`config.mk`:
```
export PLATFORM = sky130hd
export DESIGN_NAME = vfd_decoder
export DESIGN_NICKNAME = d
export VERILOG_FILES = /design/src/rtl/vfd_pkg.sv /design/src/rtl/vfd_line_timer.sv /design/src/rtl/vfd_word_capture.sv /design/src/rtl/vfd_classify.sv /design/src/rtl/vfd_decoder.sv
export SDC_FILE = /design/constraint.sdc
export NUM_CORES = 1
export LEC_CHECK = 0
export CAP_MARGIN = 15
export CELL_PAD_IN_SITES_DETAIL_PLACEMENT = 2
export CELL_PAD_IN_SITES_GLOBAL_PLACEMENT = 2
export CORE_MARGIN = 2
export CORE_UTILIZATION = 39
export CTS_BUF_LIST = sky130_fd_sc_hd__clkbuf_4 sky130_fd_sc_hd__clkbuf_8 sky130_fd_sc_hd__clkbuf_16
export CTS_CLUSTER_SIZE = 20
export DETAILED_ROUTE_END_ITERATION = 10
export PLACE_DENSITY_LB_ADDON = 0.25
export SKIP_CTS_REPAIR_TIMING = 1
export SYNTH_ARGS = -nofsm -noshare
export SYNTH_HDL_FRONTEND = slang
export SYNTH_SLANG_ARGS = --single-unit
```
`constraint.sdc`:
```
create_clock -name clk_i -period 2.5 [get_ports clk_i]
set_input_delay 0.5 -clock clk_i [delete_from_list [all_inputs] [get_ports clk_i]]
set_output_delay 0.5 -clock clk_i [all_outputs]
set_load 0.03 [all_outputs]
```
`src/rtl/vfd_pkg.sv`:
```
package vfd_pkg;
  typedef enum logic [3:0] {
    FMT_NONE  = 4'd0,
    FMT_525I  = 4'd1,
    FMT_625I  = 4'd2,
    FMT_480P  = 4'd3,
    FMT_576P  = 4'd4,
    FMT_720P  = 4'd5,
    FMT_1080I = 4'd6,
    FMT_1080P = 4'd7
  } fmt_e;

  localparam int NUM_FMT = 7;

  typedef struct packed {
    logic [10:0] odd_cnt;
    logic [10:0] even_cnt;
    logic        interlaced;
    fmt_e        code;
  } fmt_entry_t;

  function automatic fmt_entry_t fmt_entry(input int idx);
    fmt_entry_t e;
    case (idx)
      0:       e = '{11'd260,  11'd259,  1'b1, FMT_525I};
      1:       e = '{11'd310,  11'd309,  1'b1, FMT_625I};
      2:       e = '{11'd522,  11'd522,  1'b0, FMT_480P};
      3:       e = '{11'd622,  11'd622,  1'b0, FMT_576P};
      4:       e = '{11'd747,  11'd747,  1'b0, FMT_720P};
      5:       e = '{11'd560,  11'd559,  1'b1, FMT_1080I};
      default: e = '{11'd1122, 11'd1122, 1'b0, FMT_1080P};
    endcase
    return e;
  endfunction
endpackage

```
`src/rtl/vfd_line_timer.sv`:
```
module vfd_line_timer #(
  parameter int PER_W = 16
) (
  input  logic clk_i,
  input  logic rst_ni,
  input  logic hsync_ni,
  input  logic vsync_ni,
  input  logic data_i,
  output logic hs_edge_o,
  output logic vs_edge_o,
  output logic mid_o,
  output logic data_o
);
  logic [1:0]       hs_q, vs_q;
  logic             d_q;
  logic [PER_W-1:0] per_cnt, mid_cnt;
  logic [PER_W-1:0] per_len;
  logic             armed;

  always_ff @(posedge clk_i or negedge rst_ni) begin
    if (!rst_ni) begin
      hs_q <= 2'b11;
      vs_q <= 2'b11;
      d_q  <= 1'b0;
    end else begin
      hs_q <= {hs_q[0], hsync_ni};
      vs_q <= {vs_q[0], vsync_ni};
      d_q  <= data_i;
    end
  end

  assign hs_edge_o = hs_q[1] & ~hs_q[0];
  assign vs_edge_o = vs_q[1] & ~vs_q[0];
  assign data_o    = d_q;
  assign mid_o     = armed && (mid_cnt == '0);

  // completed period length, saturating
  always_comb per_len = (&per_cnt) ? per_cnt : per_cnt + 1'b1;

  always_ff @(posedge clk_i or negedge rst_ni) begin
    if (!rst_ni) begin
      per_cnt <= '0;
      mid_cnt <= '0;
      armed   <= 1'b0;
    end else if (hs_edge_o) begin
      per_cnt <= '0;
      mid_cnt <= per_len >> 1;
      armed   <= 1'b1;
    end else begin
      if (!(&per_cnt)) per_cnt <= per_cnt + 1'b1;
      if (armed) begin
        if (mid_cnt == '0) armed <= 1'b0;
        else               mid_cnt <= mid_cnt - 1'b1;
      end
    end
  end
endmodule

```
`src/rtl/vfd_word_capture.sv`:
```
module vfd_word_capture #(
  parameter int CNT_W      = 11,
  parameter int FIRST_EDGE = 3
) (
  input  logic             clk_i,
  input  logic             rst_ni,
  input  logic             hs_edge_i,
  input  logic             vs_edge_i,
  input  logic             mid_i,
  input  logic             data_i,
  output logic [CNT_W-1:0] word_o,
  output logic             done_o
);
  localparam int LAST_EDGE = FIRST_EDGE + CNT_W - 1;
  localparam int EDGE_W    = $clog2(LAST_EDGE + 2);
  localparam int BIT_W     = $clog2(CNT_W + 1);

  logic [EDGE_W-1:0] edge_cnt, edge_nxt;
  logic [BIT_W-1:0]  bit_cnt;
  logic [CNT_W-1:0]  shreg;
  logic              take, active, done;

  always_comb edge_nxt = edge_cnt + 1'b1;

  always_ff @(posedge clk_i or negedge rst_ni) begin
    if (!rst_ni) begin
      edge_cnt <= '0;
      bit_cnt  <= '0;
      shreg    <= '0;
      take     <= 1'b0;
      active   <= 1'b0;
      done     <= 1'b0;
    end else begin
      done <= 1'b0;
      if (vs_edge_i) begin
        // a coincident line edge is deliberately not counted
        edge_cnt <= '0;
        bit_cnt  <= '0;
        take     <= 1'b0;
        active   <= 1'b1;
      end else if (hs_edge_i && active) begin
        edge_cnt <= edge_nxt;
        take     <= (edge_nxt >= EDGE_W'(FIRST_EDGE)) && (edge_nxt <= EDGE_W'(LAST_EDGE));
      end else if (mid_i && take) begin
        shreg   <= {shreg[CNT_W-2:0], data_i};
        take    <= 1'b0;
        bit_cnt <= bit_cnt + 1'b1;
        if (bit_cnt == BIT_W'(CNT_W - 1)) begin
          done   <= 1'b1;
          active <= 1'b0;
        end
      end
    end
  end

  assign word_o = shreg;
  assign done_o = done;
endmodule

```
`src/rtl/vfd_classify.sv`:
```
module vfd_classify
  import vfd_pkg::*;
#(
  parameter int CNT_W = 11,
  parameter int TOL   = 2
) (
  input  logic             clk_i,
  input  logic             rst_ni,
  input  logic [CNT_W-1:0] word_i,
  input  logic             done_i,
  output logic [CNT_W-1:0] count_o,
  output fmt_e             fmt_o,
  output logic             field_o,
  output logic             sd_o,
  output logic             valid_o
);
  fmt_e code_c, cand;
  logic field_c;

  always_comb begin
    code_c  = FMT_NONE;
    field_c = 1'b0;
    for (int i = 0; i < NUM_FMT; i++) begin
      fmt_entry_t e;
      int w;
      e = fmt_entry(i);
      w = int'(word_i);
      if (w >= int'(e.even_cnt) - TOL && w <= int'(e.odd_cnt) + TOL) begin
        code_c  = e.code;
        field_c = e.interlaced ? (w >= int'(e.odd_cnt)) : 1'b1;
      end
    end
  end

  always_ff @(posedge clk_i or negedge rst_ni) begin
    if (!rst_ni) begin
      count_o <= '0;
      fmt_o   <= FMT_NONE;
      cand    <= FMT_NONE;
      field_o <= 1'b0;
      sd_o    <= 1'b0;
      valid_o <= 1'b0;
    end else begin
      valid_o <= 1'b0;
      if (done_i) begin
        count_o <= word_i;
        field_o <= field_c;
        sd_o    <= word_i[CNT_W-3];
        valid_o <= (code_c != FMT_NONE);
        cand    <= code_c;
        if (code_c == cand) fmt_o <= code_c;
      end
    end
  end
endmodule

```
`src/rtl/vfd_decoder.sv`:
```
module vfd_decoder
  import vfd_pkg::*;
#(
  parameter int CNT_W      = 11,
  parameter int PER_W      = 16,
  parameter int FIRST_EDGE = 3,
  parameter int TOL        = 2
) (
  input  logic             clk_i,
  input  logic             rst_ni,
  input  logic             hsync_ni,
  input  logic             vsync_ni,
  input  logic             data_i,
  output logic [CNT_W-1:0] count_o,
  output logic [3:0]       fmt_o,
  output logic             field_o,
  output logic             sd_comp_o,
  output logic             valid_o
);
  logic             hs_edge, vs_edge, mid, data_q, word_done;
  logic [CNT_W-1:0] word;
  fmt_e             fmt;

  vfd_line_timer #(.PER_W(PER_W)) u_timer (
    .clk_i, .rst_ni, .hsync_ni, .vsync_ni, .data_i,
    .hs_edge_o(hs_edge), .vs_edge_o(vs_edge), .mid_o(mid), .data_o(data_q)
  );

  vfd_word_capture #(.CNT_W(CNT_W), .FIRST_EDGE(FIRST_EDGE)) u_cap (
    .clk_i, .rst_ni, .hs_edge_i(hs_edge), .vs_edge_i(vs_edge), .mid_i(mid),
    .data_i(data_q), .word_o(word), .done_o(word_done)
  );

  vfd_classify #(.CNT_W(CNT_W), .TOL(TOL)) u_cls (
    .clk_i, .rst_ni, .word_i(word), .done_i(word_done),
    .count_o, .fmt_o(fmt), .field_o, .sd_o(sd_comp_o), .valid_o
  );

  assign fmt_o = fmt;
endmodule

```
==> metrics.txt, run 1 <==
status finished, final reports clean; clk slew on worst S/H paths 0.10 ns; Final Hold Viols 0; Layout Utilization a little under half; Crit. End Element flip-flop; Nets 440; diode count 0; Hold WC Path Type in -> async; Placer Congestion a little over 0.8; P&R area growth vs syn 15.3%; Die Height 107 um; clk sinks 79; Total Power about 3.2 mW; Clk Latency, worst-skew pair 0.36 ns; highest clock rate 0.414 GHz; initial antenna violation count 0; clock root cell clkbuf_8; first-pass iteration count of the detailed router 4; Place WS around 0.16 ns; Setup violations, final 0; Syn Nets 413; startpoint class of the critical path flip-flop; WL final 11.2 mm; core area 10,300 um2; Slew @ Worst Pin about 0.73 ns; first-pass GRT wire length between 15 and 20 mm; DRC 0; ys async rst share 100%; Tcrit/Tclk final 96.7%; Detail Route Antenna Nets 0; Area contributors post-synth dfrtp_1, mux2_2, xor2_1; clock skew roughly 0.013 ns; DRT iter0 DRCs 112; via count 3,111; critical path class reg -> reg; vias in the first global route 3,537; CTS tree yes; peak supply drop 325 uV; Yosys warning total 0; Bufs on Longest Clock Path 2; Die ar. 11,400 um2; routed len/inst between 15 and 20 um; Synth Flop Type dfrtp_1; Seq/Total Area, Yosys 48.1%; Synth Area per Inst 10.3 um2; total grt overflow 0; flops & latches, synth 79; Fin Setup TNS 0 ns; # rows 37; hpwl dp 7.37 mm; synth unique cells 62; Die X-Extent 107 um; MaxCap Viol Count 0; Post-Syn Instances 401; I/O Buffers 21; CP Data Required Time roughly 2.8 ns; Post-synth top cells dfrtp_1, nor2_1, nand2_1, mux2_2, xor2_1; pins over their slew limit 0; top-area cell type share of the netlist area 45.5%; P_leak 2.09 nW; top-count cell post-synth dfrtp_1; Pwr Density 674 nW/um2; Slew HR 51.4%; Worst Setup Slack, final 0.0827 ns; Worst Path Max Fanout 11; vias per cell 5.47; largest net degree at the start of global routing 42; cts bufs inserted 9; crit path DAT 2.66 ns; Initial Utilization 40.1%; Syn Std Cell Area 4120 um2; dominant cell type by area after synthesis dfrtp_1; H-tree depth 3; Boundary Pins 23; EDFF count, synth 0; GRT Total Usage 21.0%; min Tclk post-route 2.42 ns; ratio of cells with drive above 1 in the final layout 20.1%
[cells by family (layout without fill, tap and decap cells)]
logic type      after synthesis  after routing  share of synthesized area, %
other cells                   1              1                        0.0910
simple gates                167            167                          21.6
xor+xnor                     32             32                          6.98
fa+ha+maj                     7              7                          2.12
buf+inv                      33             65                          4.86
flops                        79             79                          48.1
mux                          30             30                          8.01
compound gates               52             52                          8.29
[routing by layer]
layer | wire (um) | up-vias | share of wire, % | GRT usage [%]
met5 | 0 | - | 0 | 0
met4 | 244 | 0 | 2.2 | 8.07
met3 | 189 | 20 | 1.7 | 2.98
met2 | 5830 | 38 | 52 | 37.0
met1 | 4980 | 1611 | 44 | 26.0
li1 | - | 1442 | - | -
[final timing paths]
kind	start	to	slack (ns)	depth (start not counted)
setup / recovery	u_timer.mid_cnt[0]$_DFFE_PN0P_	u_cap.word_o[6]$_DFFE_PN0P_	0.08	7
hold / removal	rst_ni	u_cls.count_o[6]$_DFFE_PN0P_	0.11	1
setup reg to reg	u_timer.mid_cnt[0]$_DFFE_PN0P_	u_cap.word_o[6]$_DFFE_PN0P_	0.08	7
hold reg to reg	u_timer.vs_q[0]$_DFF_PN1_	u_timer.vs_q[1]$_DFF_PN1_	0.36	0
max in group asynchronous	rst_ni	u_timer.hs_q[1]$_DFF_PN1_	1.71	2
min in group clk_i	u_timer.vs_q[0]$_DFF_PN1_	u_timer.vs_q[1]$_DFF_PN1_	0.36	0
[sequential cells by signal, summed over array words and instances (netlist names)]
| signal | flops |
|---|---|
| u_timer.data_o | 1 |
| u_cls.valid_o | 1 |
| u_cls.count_o | 11 |
| u_cls.fmt_o | 3 |
| u_cap.edge_cnt | 4 |
| u_timer.armed | 1 |
| u_cls.cand | 3 |
| u_cap.word_o | 11 |
| u_cap.done_o | 1 |
| u_cls.field_o | 1 |
| u_timer.hs_q | 2 |
| u_cap.take | 1 |
| u_cap.active | 1 |
| u_timer.vs_q | 2 |
| u_timer.mid_cnt | 16 |
| u_cap.bit_cnt | 4 |
| u_timer.per_cnt | 16 |
[per-stage QoR]
step | hold WS, ns | std cells | area [um2]
6_report | 0.111 | 569 | 4750
4_1_cts | 0.133 | 568 | 4690
3_3_place_gp | 0.358 | 552 | 4480
3_5_place_dp | 0.357 | 552 | 4480
2_1_floorplan | 0.204 | 401 | 4120
5_1_grt | 0.137 | 569 | 4750
[worst max-delay path, cell delays in order (launching register included)]
cell	delay, ns
dfrtp_1	0.43
inv_1	0.12
ha_1	0.23
nor2b_1	0.21
nand4b_1	0.34
nor3_2	0.33
buf_4	0.25
mux2_2	0.39
[final cells by class]
class                           count  area, um2
Clock buffer                        9        124
Sequential cell                    79       1980
Inverter                           11       41.3
Clock inverter                      7       87.6
Fill cell                        1085       5520
Multi-Input combinational cell    289       2000
Tap cell                          136        170
Timing Repair Buffer               38        348
[power breakdown]
group          leakage, nW  total, mW  switching (mW)  internal [mW]
sequential            1.05       1.54           0.137           1.40
combinational        0.930      0.623           0.384          0.239
clock                0.108       1.04           0.557          0.487
total                 2.09       3.20            1.08           2.12
[placed cells by master (no fill, tap or decap), drive strengths merged, types with 5 or more instances in the layout]
master / synthesis / routed
nand3: 15 / 15
xnor2: 11 / 11
buf: 14 / 18
nor2: 47 / 47
nand2b: 5 / 5
clkbuf: 7 / 9
o21ai: 19 / 19
nand4: 9 / 9
ha: 7 / 7
nand2: 37 / 37
a21oi: 13 / 13
inv: 11 / 15
nor3: 8 / 8
mux2i: 6 / 6
or3: 6 / 6
dfrtp: 75 / 75
mux2: 24 / 24
clkdlybuf4s50: 0 / 20
nor4: 13 / 13
xor2: 21 / 21
(Power assumes the default switching activity.)
==> inputs of run 2 (changes only) <==
--- a/config.mk
+++ b/config.mk
@@ -5,6 +5,7 @@
 export SDC_FILE = /design/constraint.sdc
 export NUM_CORES = 1
 export LEC_CHECK = 0
+export ABC_CLOCK_PERIOD_IN_PS = 2500
 export CAP_MARGIN = 15
 export CELL_PAD_IN_SITES_DETAIL_PLACEMENT = 2
 export CELL_PAD_IN_SITES_GLOBAL_PLACEMENT = 2
==> results of run 2 <==
The final DEF is identical to that of run 1; final timing and power are the same.
